**src/rtl/nws_pkg.sv**
```systemverilog
package nws_pkg;
    typedef enum logic [1:0] {
        OP_IDLE  = 2'd0,
        OP_READ  = 2'd1,
        OP_WRITE = 2'd2
    } op_e;

    localparam int BURST_BITS = 2;
endpackage

```
**src/rtl/nws_cmd.sv**
```systemverilog
module nws_cmd
    import nws_pkg::*;
#(
    parameter int AW = 8
) (
    input  logic          clk,
    input  logic          rst_n,
    input  logic          step,
    input  logic          sel,
    input  logic          adv,
    input  logic          we_n,
    input  logic [AW-1:0] addr,
    output op_e           op_q,
    output logic [AW-1:0] eff_addr,
    output logic          wr_fire
);
    localparam int BB = BURST_BITS;

    typedef struct packed {
        op_e           op;
        logic [AW-1:0] base;
        logic [BB-1:0] cnt;
    } cmd_st_t;

    cmd_st_t st_d, st_q;

    always_comb begin
        st_d = st_q;
        if (step) begin
            if (adv) begin
                if (st_q.op != OP_IDLE) begin
                    st_d.cnt = st_q.cnt + BB'(1);
                end
            end else if (!sel) begin
                st_d.op = OP_IDLE;
            end else begin
                st_d.op   = we_n ? OP_READ : OP_WRITE;
                st_d.base = addr;
                st_d.cnt  = '0;
            end
        end
    end

    always_ff @(posedge clk or negedge rst_n) begin
        if (!rst_n) begin
            st_q <= '{op: OP_IDLE, base: '0, cnt: '0};
        end else begin
            st_q <= st_d;
        end
    end

    assign op_q     = st_q.op;
    assign eff_addr = {st_q.base[AW-1:BB], st_q.base[BB-1:0] + st_q.cnt};
    assign wr_fire  = step && (st_q.op == OP_WRITE);


    hold_chk: assert property (@(posedge clk) disable iff (!rst_n)
        !step |=> $stable(st_q));


    desel_chk: assert property (@(posedge clk) disable iff (!rst_n)
        (step && !adv && !sel) |=> (op_q == OP_IDLE));


    load_chk: assert property (@(posedge clk) disable iff (!rst_n)
        (step && !adv && sel) |=> (eff_addr == $past(addr)));


    burst_chk: assert property (@(posedge clk) disable iff (!rst_n)
        (step && adv && op_q != OP_IDLE) |=>
            (op_q == $past(op_q)) &&
            (eff_addr[AW-1:BB] == $past(eff_addr[AW-1:BB])) &&
            (eff_addr[BB-1:0] == BB'($past(eff_addr[BB-1:0]) + BB'(1))));
endmodule

```
**src/rtl/nws_array.sv**
```systemverilog
module nws_array #(
    parameter int AW     = 8,
    parameter int LANES  = 2,
    parameter int LANE_W = 9
) (
    input  logic                    clk,
    input  logic                    rst_n,
    input  logic                    wr_fire,
    input  logic [AW-1:0]           waddr,
    input  logic [LANES-1:0]        bw_n,
    input  logic [LANES*LANE_W-1:0] wdata,
    output logic [LANES*LANE_W-1:0] rdata
);
    localparam int DEPTH = 1 << AW;

    for (genvar g = 0; g < LANES; g++) begin : g_lane
        logic [LANE_W-1:0] lane_mem [DEPTH];
        logic              lane_we;

        assign lane_we = wr_fire && !bw_n[g];

        always_ff @(posedge clk) begin
            if (lane_we) begin
                lane_mem[waddr] <= wdata[g*LANE_W +: LANE_W];
            end
        end

        assign rdata[g*LANE_W +: LANE_W] = lane_mem[waddr];


        lane_wr_chk: assert property (@(posedge clk) disable iff (!rst_n)
            (wr_fire && !bw_n[g]) |=>
                (lane_mem[$past(waddr)] == $past(wdata[g*LANE_W +: LANE_W])));
    end
endmodule

```
**src/rtl/nowait_sram.sv**
```systemverilog
module nowait_sram
    import nws_pkg::*;
#(
    parameter int AW     = 8,
    parameter int LANES  = 2,
    parameter int LANE_W = 9
) (
    input  logic                    clk,
    input  logic                    rst_n,
    input  logic                    cke_n,
    input  logic                    sleep,
    input  logic                    ce1_n,
    input  logic                    ce2,
    input  logic                    ce3_n,
    input  logic                    adv,
    input  logic                    we_n,
    input  logic [AW-1:0]           addr,
    input  logic [LANES-1:0]        bw_n,
    input  logic [LANES*LANE_W-1:0] wdata,
    input  logic                    oe_n,
    output logic [LANES*LANE_W-1:0] dq_out,
    output logic                    dq_oe
);
    logic          step;
    logic          sel;
    op_e           op_q;
    logic [AW-1:0] eff_addr;
    logic          wr_fire;

    assign step = !cke_n && !sleep;
    assign sel  = !ce1_n && ce2 && !ce3_n;

    nws_cmd #(.AW(AW)) u_cmd (
        .clk      (clk),
        .rst_n    (rst_n),
        .step     (step),
        .sel      (sel),
        .adv      (adv),
        .we_n     (we_n),
        .addr     (addr),
        .op_q     (op_q),
        .eff_addr (eff_addr),
        .wr_fire  (wr_fire)
    );

    nws_array #(.AW(AW), .LANES(LANES), .LANE_W(LANE_W)) u_array (
        .clk     (clk),
        .rst_n   (rst_n),
        .wr_fire (wr_fire),
        .waddr   (eff_addr),
        .bw_n    (bw_n),
        .wdata   (wdata),
        .rdata   (dq_out)
    );

    assign dq_oe = !oe_n && !sleep && (op_q == OP_READ);


    oe_gate_chk: assert property (@(posedge clk) disable iff (!rst_n)
        (oe_n || sleep) |-> !dq_oe);


    desel_bus_chk: assert property (@(posedge clk) disable iff (!rst_n)
        (step && !adv && !sel) |=> !dq_oe);
endmodule

```
**config.mk**
```make
export PLATFORM = sky130hd
export DESIGN_NAME = nowait_sram
export DESIGN_NICKNAME = d
export VERILOG_FILES = /design/src/rtl/nws_pkg.sv /design/src/rtl/nws_cmd.sv /design/src/rtl/nws_array.sv /design/src/rtl/nowait_sram.sv
export SDC_FILE = /design/constraint.sdc
export NUM_CORES = 2
export LEC_CHECK = 0
export BUFFER_PORTS_ARGS = -buffer_cell sky130_fd_sc_hd__buf_4
export CAP_MARGIN = 10
export CELL_PAD_IN_SITES_DETAIL_PLACEMENT = 1
export CELL_PAD_IN_SITES_GLOBAL_PLACEMENT = 1
export CORE_UTILIZATION = 56
export DETAILED_ROUTE_END_ITERATION = 10
export PLACE_DENSITY_LB_ADDON = 0.1
export SYNTH_ARGS = -nofsm -noshare
export SYNTH_HDL_FRONTEND = slang
export SYNTH_MEMORY_MAX_BITS = 65536
export SYNTH_SLANG_ARGS = --single-unit
export TNS_END_PERCENT = 100
```
**constraint.sdc**
```tcl
create_clock -name clk -period 3.8 [get_ports clk]
set_input_delay 0 -clock clk [delete_from_list [all_inputs] [get_ports clk]]
set_output_delay 0 -clock clk [all_outputs]
set_load 0.05 [all_outputs]
```
# Word-level counts from Yosys, hierarchy flattened

Memories as Yosys holds them, arrays and structs flattened.
Index checks and enable logic that the tools add are counted.
Widths: inputs -> output; s select.

Register bits: 12
Bits in writable memories: 4608
Output and inout port bits: 19
Word-level logic and storage cells: 40
Memories kept: 2

Add/sub/neg operators: 2
Eq/ne operators: 3
Muxes and demuxes: 9
Bitwise operators: 1
Reduce and logical (&&, ||, !) cells: 20

Memory list:

| name                       | words | bits a word | read ports | clocked after memory_dff | write ports | line            | source |
|---|---|---|---|---|---|---|---|
| u_array.g_lane[0].lane_mem | 256   | 9           | 1          | 0                        | 1           | nws_array.sv:17 | `logic [LANE_W-1:0] lane_mem [DEPTH];` |
| u_array.g_lane[1].lane_mem | 256   | 9           | 1          | 0                        | 1           | nws_array.sv:17 |  |

Operator list:

| operator            | number |
|---|---|
| $mux 2              | 5 |
| $logic_and 1x1->1   | 8 |
| $logic_not 1->1     | 7 |
| $reduce_and 3->1    | 2 |
| $mux 1              | 4 |
| $reduce_bool 2->1   | 2 |
| $add 2x1->2 const B | 1 |
| $add 2x2->2         | 1 |
| $eq 2x1->1 const B  | 1 |
| $eq 2x2->1 const B  | 1 |
| $ne 2x1->1 const B  | 1 |
| $reduce_and 2->1    | 1 |
| $not 1->1           | 1 |

# Depth between registers and ports, before layout

Word-level depth: 6
Mapped depth: 11
Gate-level depth less buffers: 7

# Modules after synthesis

From an unflattened synthesis, not the netlist that was laid out.

Cell total of the unflattened synthesis: 7865
Area, all modules: 175893.7 sq um

By module, submodules not included:

| module      | instances | cells each | area an instance (sq um) |
|---|---|---|---|
| nws_array   | 1         | 7811       | 175263.1 |
| nws_cmd     | 1         | 51         | 604.3 |
| nowait_sram | 1         | 3          | 26.3 |

# Worst setup path after synthesis

OpenSTA, ideal clock, no wires.

Path type: flip-flop to flip-flop
From: register u_cmd.st_q[0] (netlist name)
To: memory u_array.g_lane[0].lane_mem[103][0] (enable)
Setup time: 0.374 ns
Data arrival time: 2.638 ns
Data required time: 3.426 ns
Slack: 0.788 ns
Stages on the path, launching flop included: 11
Cell sequence: dfrtp_1 > ha_1 > xnor3_1 > buf_2 > buf_6 > buf_2 > clkbuf_1 > nor2_1 > nand3_1 > clkbuf_1 > nor2_1

Word-level cells in the longest chain between the ends: 1

Ends and longest elaborated chain:

| element                | line            | source |
|---|---|---|
| start, declared        | nws_cmd.sv:25   | `cmd_st_t st_d, st_q;` |
| start signal, assigned | nws_cmd.sv:46   | `st_q <= '{op: OP_IDLE, base: '0, cnt: '0};` |
| start signal, assigned | nws_cmd.sv:48   | `st_q <= st_d;` |
| $add 2x2->2            | nws_cmd.sv:53   | `assign eff_addr = {st_q.base[AW-1:BB], st_q.base[BB-1:0] + st_q.cnt};` |
| end, declared          | nws_array.sv:17 |  |

Every way passes these cells.

# Worst setup path after layout

From: register u_cmd.st_q (netlist bit u_cmd.eff_addr[2])
To: output port dq_out[8]

Word-level cells in the longest chain between the ends: 1

Ends and longest elaborated chain:

| element       | line              | source |
|---|---|---|
| $mem_v2 256x9 | --                |  |
| end, declared | nowait_sram.sv:21 | `output logic [LANES*LANE_W-1:0] dq_out,` |

Every way passes these cells.

==> out/results.md <==
Critical path
- primary output — kind of capture point of the worst setup path
- register — startpoint types
- 9 — Worst Reg-to-Reg Cells
- 3.80 ns — Worst EP required
- 4.63 ns — arrival time at the worst endpoint
- 7 — top fanout value on the critical path
- reg -> out — Setup Crit Path Kind
- 0.03 ns — minimum setup slack among reg-to-reg paths

Place
- -0.611 ns — setup slack after placement
- 0.885 — RePlAce Congestion
- 190,000 µm² — placed instance area
- 291,000 µm — Post-DP HPWL
- 56 — count of port buffers added during placement

CTS
- 1.02 ns — clock insertion delay at the later pin of the skew report
- 5 — CTS H-tree lvls
- yes — TritonCTS clock tree
- sky130_fd_sc_hd__clkbuf_16 — cell at the root of the clock tree
- 4 — buffers from clock root to sink, at most
- 459 — clock buffers created by TritonCTS
- 0.07 ns — clock-pin slew of the registers on the worst-case setup and hold paths
- 4,620 — clk sink count

Timing
- 0 — final hold violation count
- 1.22 — share of the cycle needed by the critical path after routing
- 18 — final number of setup-violating endpoints
- -0.831 ns — post-route setup slack
- 0.173 — max_slew headroom
- 0 — count of pins over their slew limit
- true — unrepaired setup endpoints after global routing
- 0.0393 ns — final worst clock skew
- 1.24 ns — pin slew with the least headroom to its limit
- 0.216 GHz — Fmax achieved
- 4.63 ns — post-layout minimum cycle time

Logic synthesis
- 0.777 — sequential fraction of the synthesis area
- 4,620 — count of state elements after synthesis
- 8,497 — number of standard cells after synthesis
- 0.776 — top cell type's share of synthesized area
- sky130_fd_sc_hd__edfxtp_1 (78%), sky130_fd_sc_hd__mux4_2 (15%), sky130_fd_sc_hd__mux2i_1 (1.6%), sky130_fd_sc_hd__nand2_1 (1.4%), sky130_fd_sc_hd__nor2_1 (1.1%) — Area contributors post-synth
- 33 — post-synth cell types
- sky130_fd_sc_hd__edfxtp_1 — cell type contributing the most total cell area after synthesis
- 178,000 µm² — mapped cell area
- 0 — Yosys warnings
- 21.0 µm² — Post-Syn Area per Cell
- 8,536 — Post-Synthesis Net Count

Global routing
- 0.309 — Overall Global Routing Usage
- 96,900 — vias in the first global route
- 0 — total overflow reported by the global router
- 709,000 µm — global-route wire length before repair
- 138 — largest net degree at the start of global routing
- 10 — antenna violations before repair

Route
- 93,000 — overall via count from detail_route
- 6 — TritonRoute pass-1 iters
- 6.56 — vias per cell
- 0 — count of unresolved DRC violations after routing
- 11,300 — 1st-iter DRT viols
- 35.5 µm — wire per inst
- 504,000 µm — Routed WL
- 0 — number of nets with antenna violations after routing

Status
- complete, but fails checks — outcome
- negative setup slack — violated checks

Die
- 321,000 µm² — Die Footprint
- 566 µm — chip height
- 316,000 µm² — Core Footprint
- 57 — ports placed on the boundary
- 566 µm — Die X-Extent
- 0.565 — Initial Utilization
- 206 — number of standard-cell rows in the floorplan

Power
- 0.525 mV — largest voltage drop on the vdd net
- 66.8 nW — standby leakage power
- 608 nW/µm² — power density over the cells

Cells and area
- 18.1% — layout overhead on the synthesized area
- 39,500 µm² — multi-input combinational cell area
- 24,900 — Filler Cells Inserted
- 139,000 µm² — Sequential cell area
- 211,000 µm² — final design area excluding fillers
- sky130_fd_sc_hd__edfxtp_1 — most frequent standard cell in the layout excluding fill and tap cells
- 0.324 — fraction of final layout cells sized beyond drive strength 1
- sky130_fd_sc_hd__edfxtp_1 (4,608), sky130_fd_sc_hd__mux4_2 (1,152), sky130_fd_sc_hd__buf_4 (855) — most frequent cells in the layout
- 9,660 — net count reported at finish

Worst hold path
- in -> async — class of the tightest hold or removal check

Run
- 0 — number of maximum-capacitance constraint violations

==> sequential cells by signal (all words and copies together), names as in the netlist <==
signal                   cells
u_cmd.st_q                   4
u_cmd.eff_addr               6
u_cmd.op_q                   2
u_array.g_lane.lane_mem   4608
==> cells by family after synthesis <==
group / share of synthesized area
flip-flops: 0.777
buffers and inverters: 0.0130
AO/OA/AOI/OAI: 0.0141
XOR/XNOR: 0.000259
multiplexers: 0.162
AND/OR/NAND/NOR: 0.0337
adder cells (fa/ha/maj): 0.0000701
==> cell type report <==
| type | count | area share |
|---|---|---|
| repair buffers | 1191 | 0.0591 |
| multi-input cells | 3349 | 0.187 |
| well taps | 4160 | 0.0247 |
| flip-flops and latches | 4620 | 0.658 |
| diodes | 5 | 0.0000594 |
| clock buffers | 561 | 0.0570 |
| clock inverters | 291 | 0.0139 |
==> stage by stage <==
stage,hold slack [ns],std cells,setup TNS [ns],utilization,total power (W)
finish,0.118,14200,-13.47,0.667,0.128
detailed placement,-0.145,13000,-4.55,0.602,0.0796
global route,0.121,14200,-14.20,0.667,0.131
floorplan,-0.296,8497,0,-,0.0691
CTS,0.0652,14000,-15.10,0.659,0.127
global placement,-0.145,13000,-3.92,0.602,0.0793
==> worst max-delay path, cell delays in order (launching register included) <==
cell and delay (ns):
sky130_fd_sc_hd__dfrtp_4 0.51, sky130_fd_sc_hd__buf_4 0.15, sky130_fd_sc_hd__buf_12 0.14, sky130_fd_sc_hd__buf_12 0.16, sky130_fd_sc_hd__buf_16 0.18, sky130_fd_sc_hd__buf_16 0.15
sky130_fd_sc_hd__buf_4 0.13, sky130_fd_sc_hd__mux4_2 0.45, sky130_fd_sc_hd__mux2i_2 0.23, sky130_fd_sc_hd__o21ai_2 0.10, sky130_fd_sc_hd__nor4_4 0.42, sky130_fd_sc_hd__nor3_2 0.08
sky130_fd_sc_hd__or4_4 0.67, sky130_fd_sc_hd__buf_8 0.20
==> synth_stat cells (all sizes together) <==
cell	number
a21oi	288
a22o	2
and2	1
buf	267
clkbuf	261
dfrtp	12
edfxtp	4608
ha	1
mux2	1
mux2i	288
mux4	1152
nand2	642
nand2b	7
nand3	8
nand4	2
nor2	525
nor2b	4
nor3	109
nor4	109
nor4b	3
o21ai	75
o22ai	108
or2	2
or3	1
or4	18
or4b	1
xnor3	1
xor3	1
==> path summary, 6_finish.rpt <==
| check | startpoint | end |
|---|---|---|
| worst min register to register | u_cmd.st_q[0] | u_cmd.st_q[0] |
| min in group clk | wdata[10] | u_array.g_lane[1].lane_mem[209][1] |
| worst max register to register | u_cmd.st_q[0] | u_array.g_lane[1].lane_mem[229][3] |
| worst max-delay path | u_cmd.eff_addr[2] | dq_out[8] |
| max in group asynchronous | rst_n | u_cmd.eff_addr[3] |
| worst min-delay path | rst_n | u_cmd.op_q[1] |
==> where the power goes <==
| group | internal (W) | switching [W] | leakage (nW) | total [W] |
|---|---|---|---|---|
| combinational | 0.0109 | 0.0157 | 18.0 | 0.0266 |
| clock | 0.0259 | 0.0196 | 7.25 | 0.0454 |
| sequential | 0.0561 | 0.0000425 | 41.5 | 0.0561 |
| total | 0.0928 | 0.0353 | 66.8 | 0.128 |
==> per-layer routing <==
metal / up-vias / GRT usage / part of all wire
met2: 4666 / 0.509 / 0.50
met5: - / 0 / 0.00011
li1: 37300 / - / -
met1: 50100 / 0.427 / 0.38
met3: 960 / 0.0407 / 0.075
met4: 8 / 0.121 / 0.043
==> repair_timing <==
| action | 4_1_cts | 5_1_grt |
|---|---|---|
| resized for setup | 278 | 256 |
| hold buffers | 61 | 0 |
| hold endpoints to repair | 3653 | 0 |
| setup endpoints to repair | 18 | 72 |
| pin swaps | 53 | 102 |
| buffers inserted | 51 | 154 |
| gates cloned | 24 | 10 |
Power figures use the tool's default switching activity.
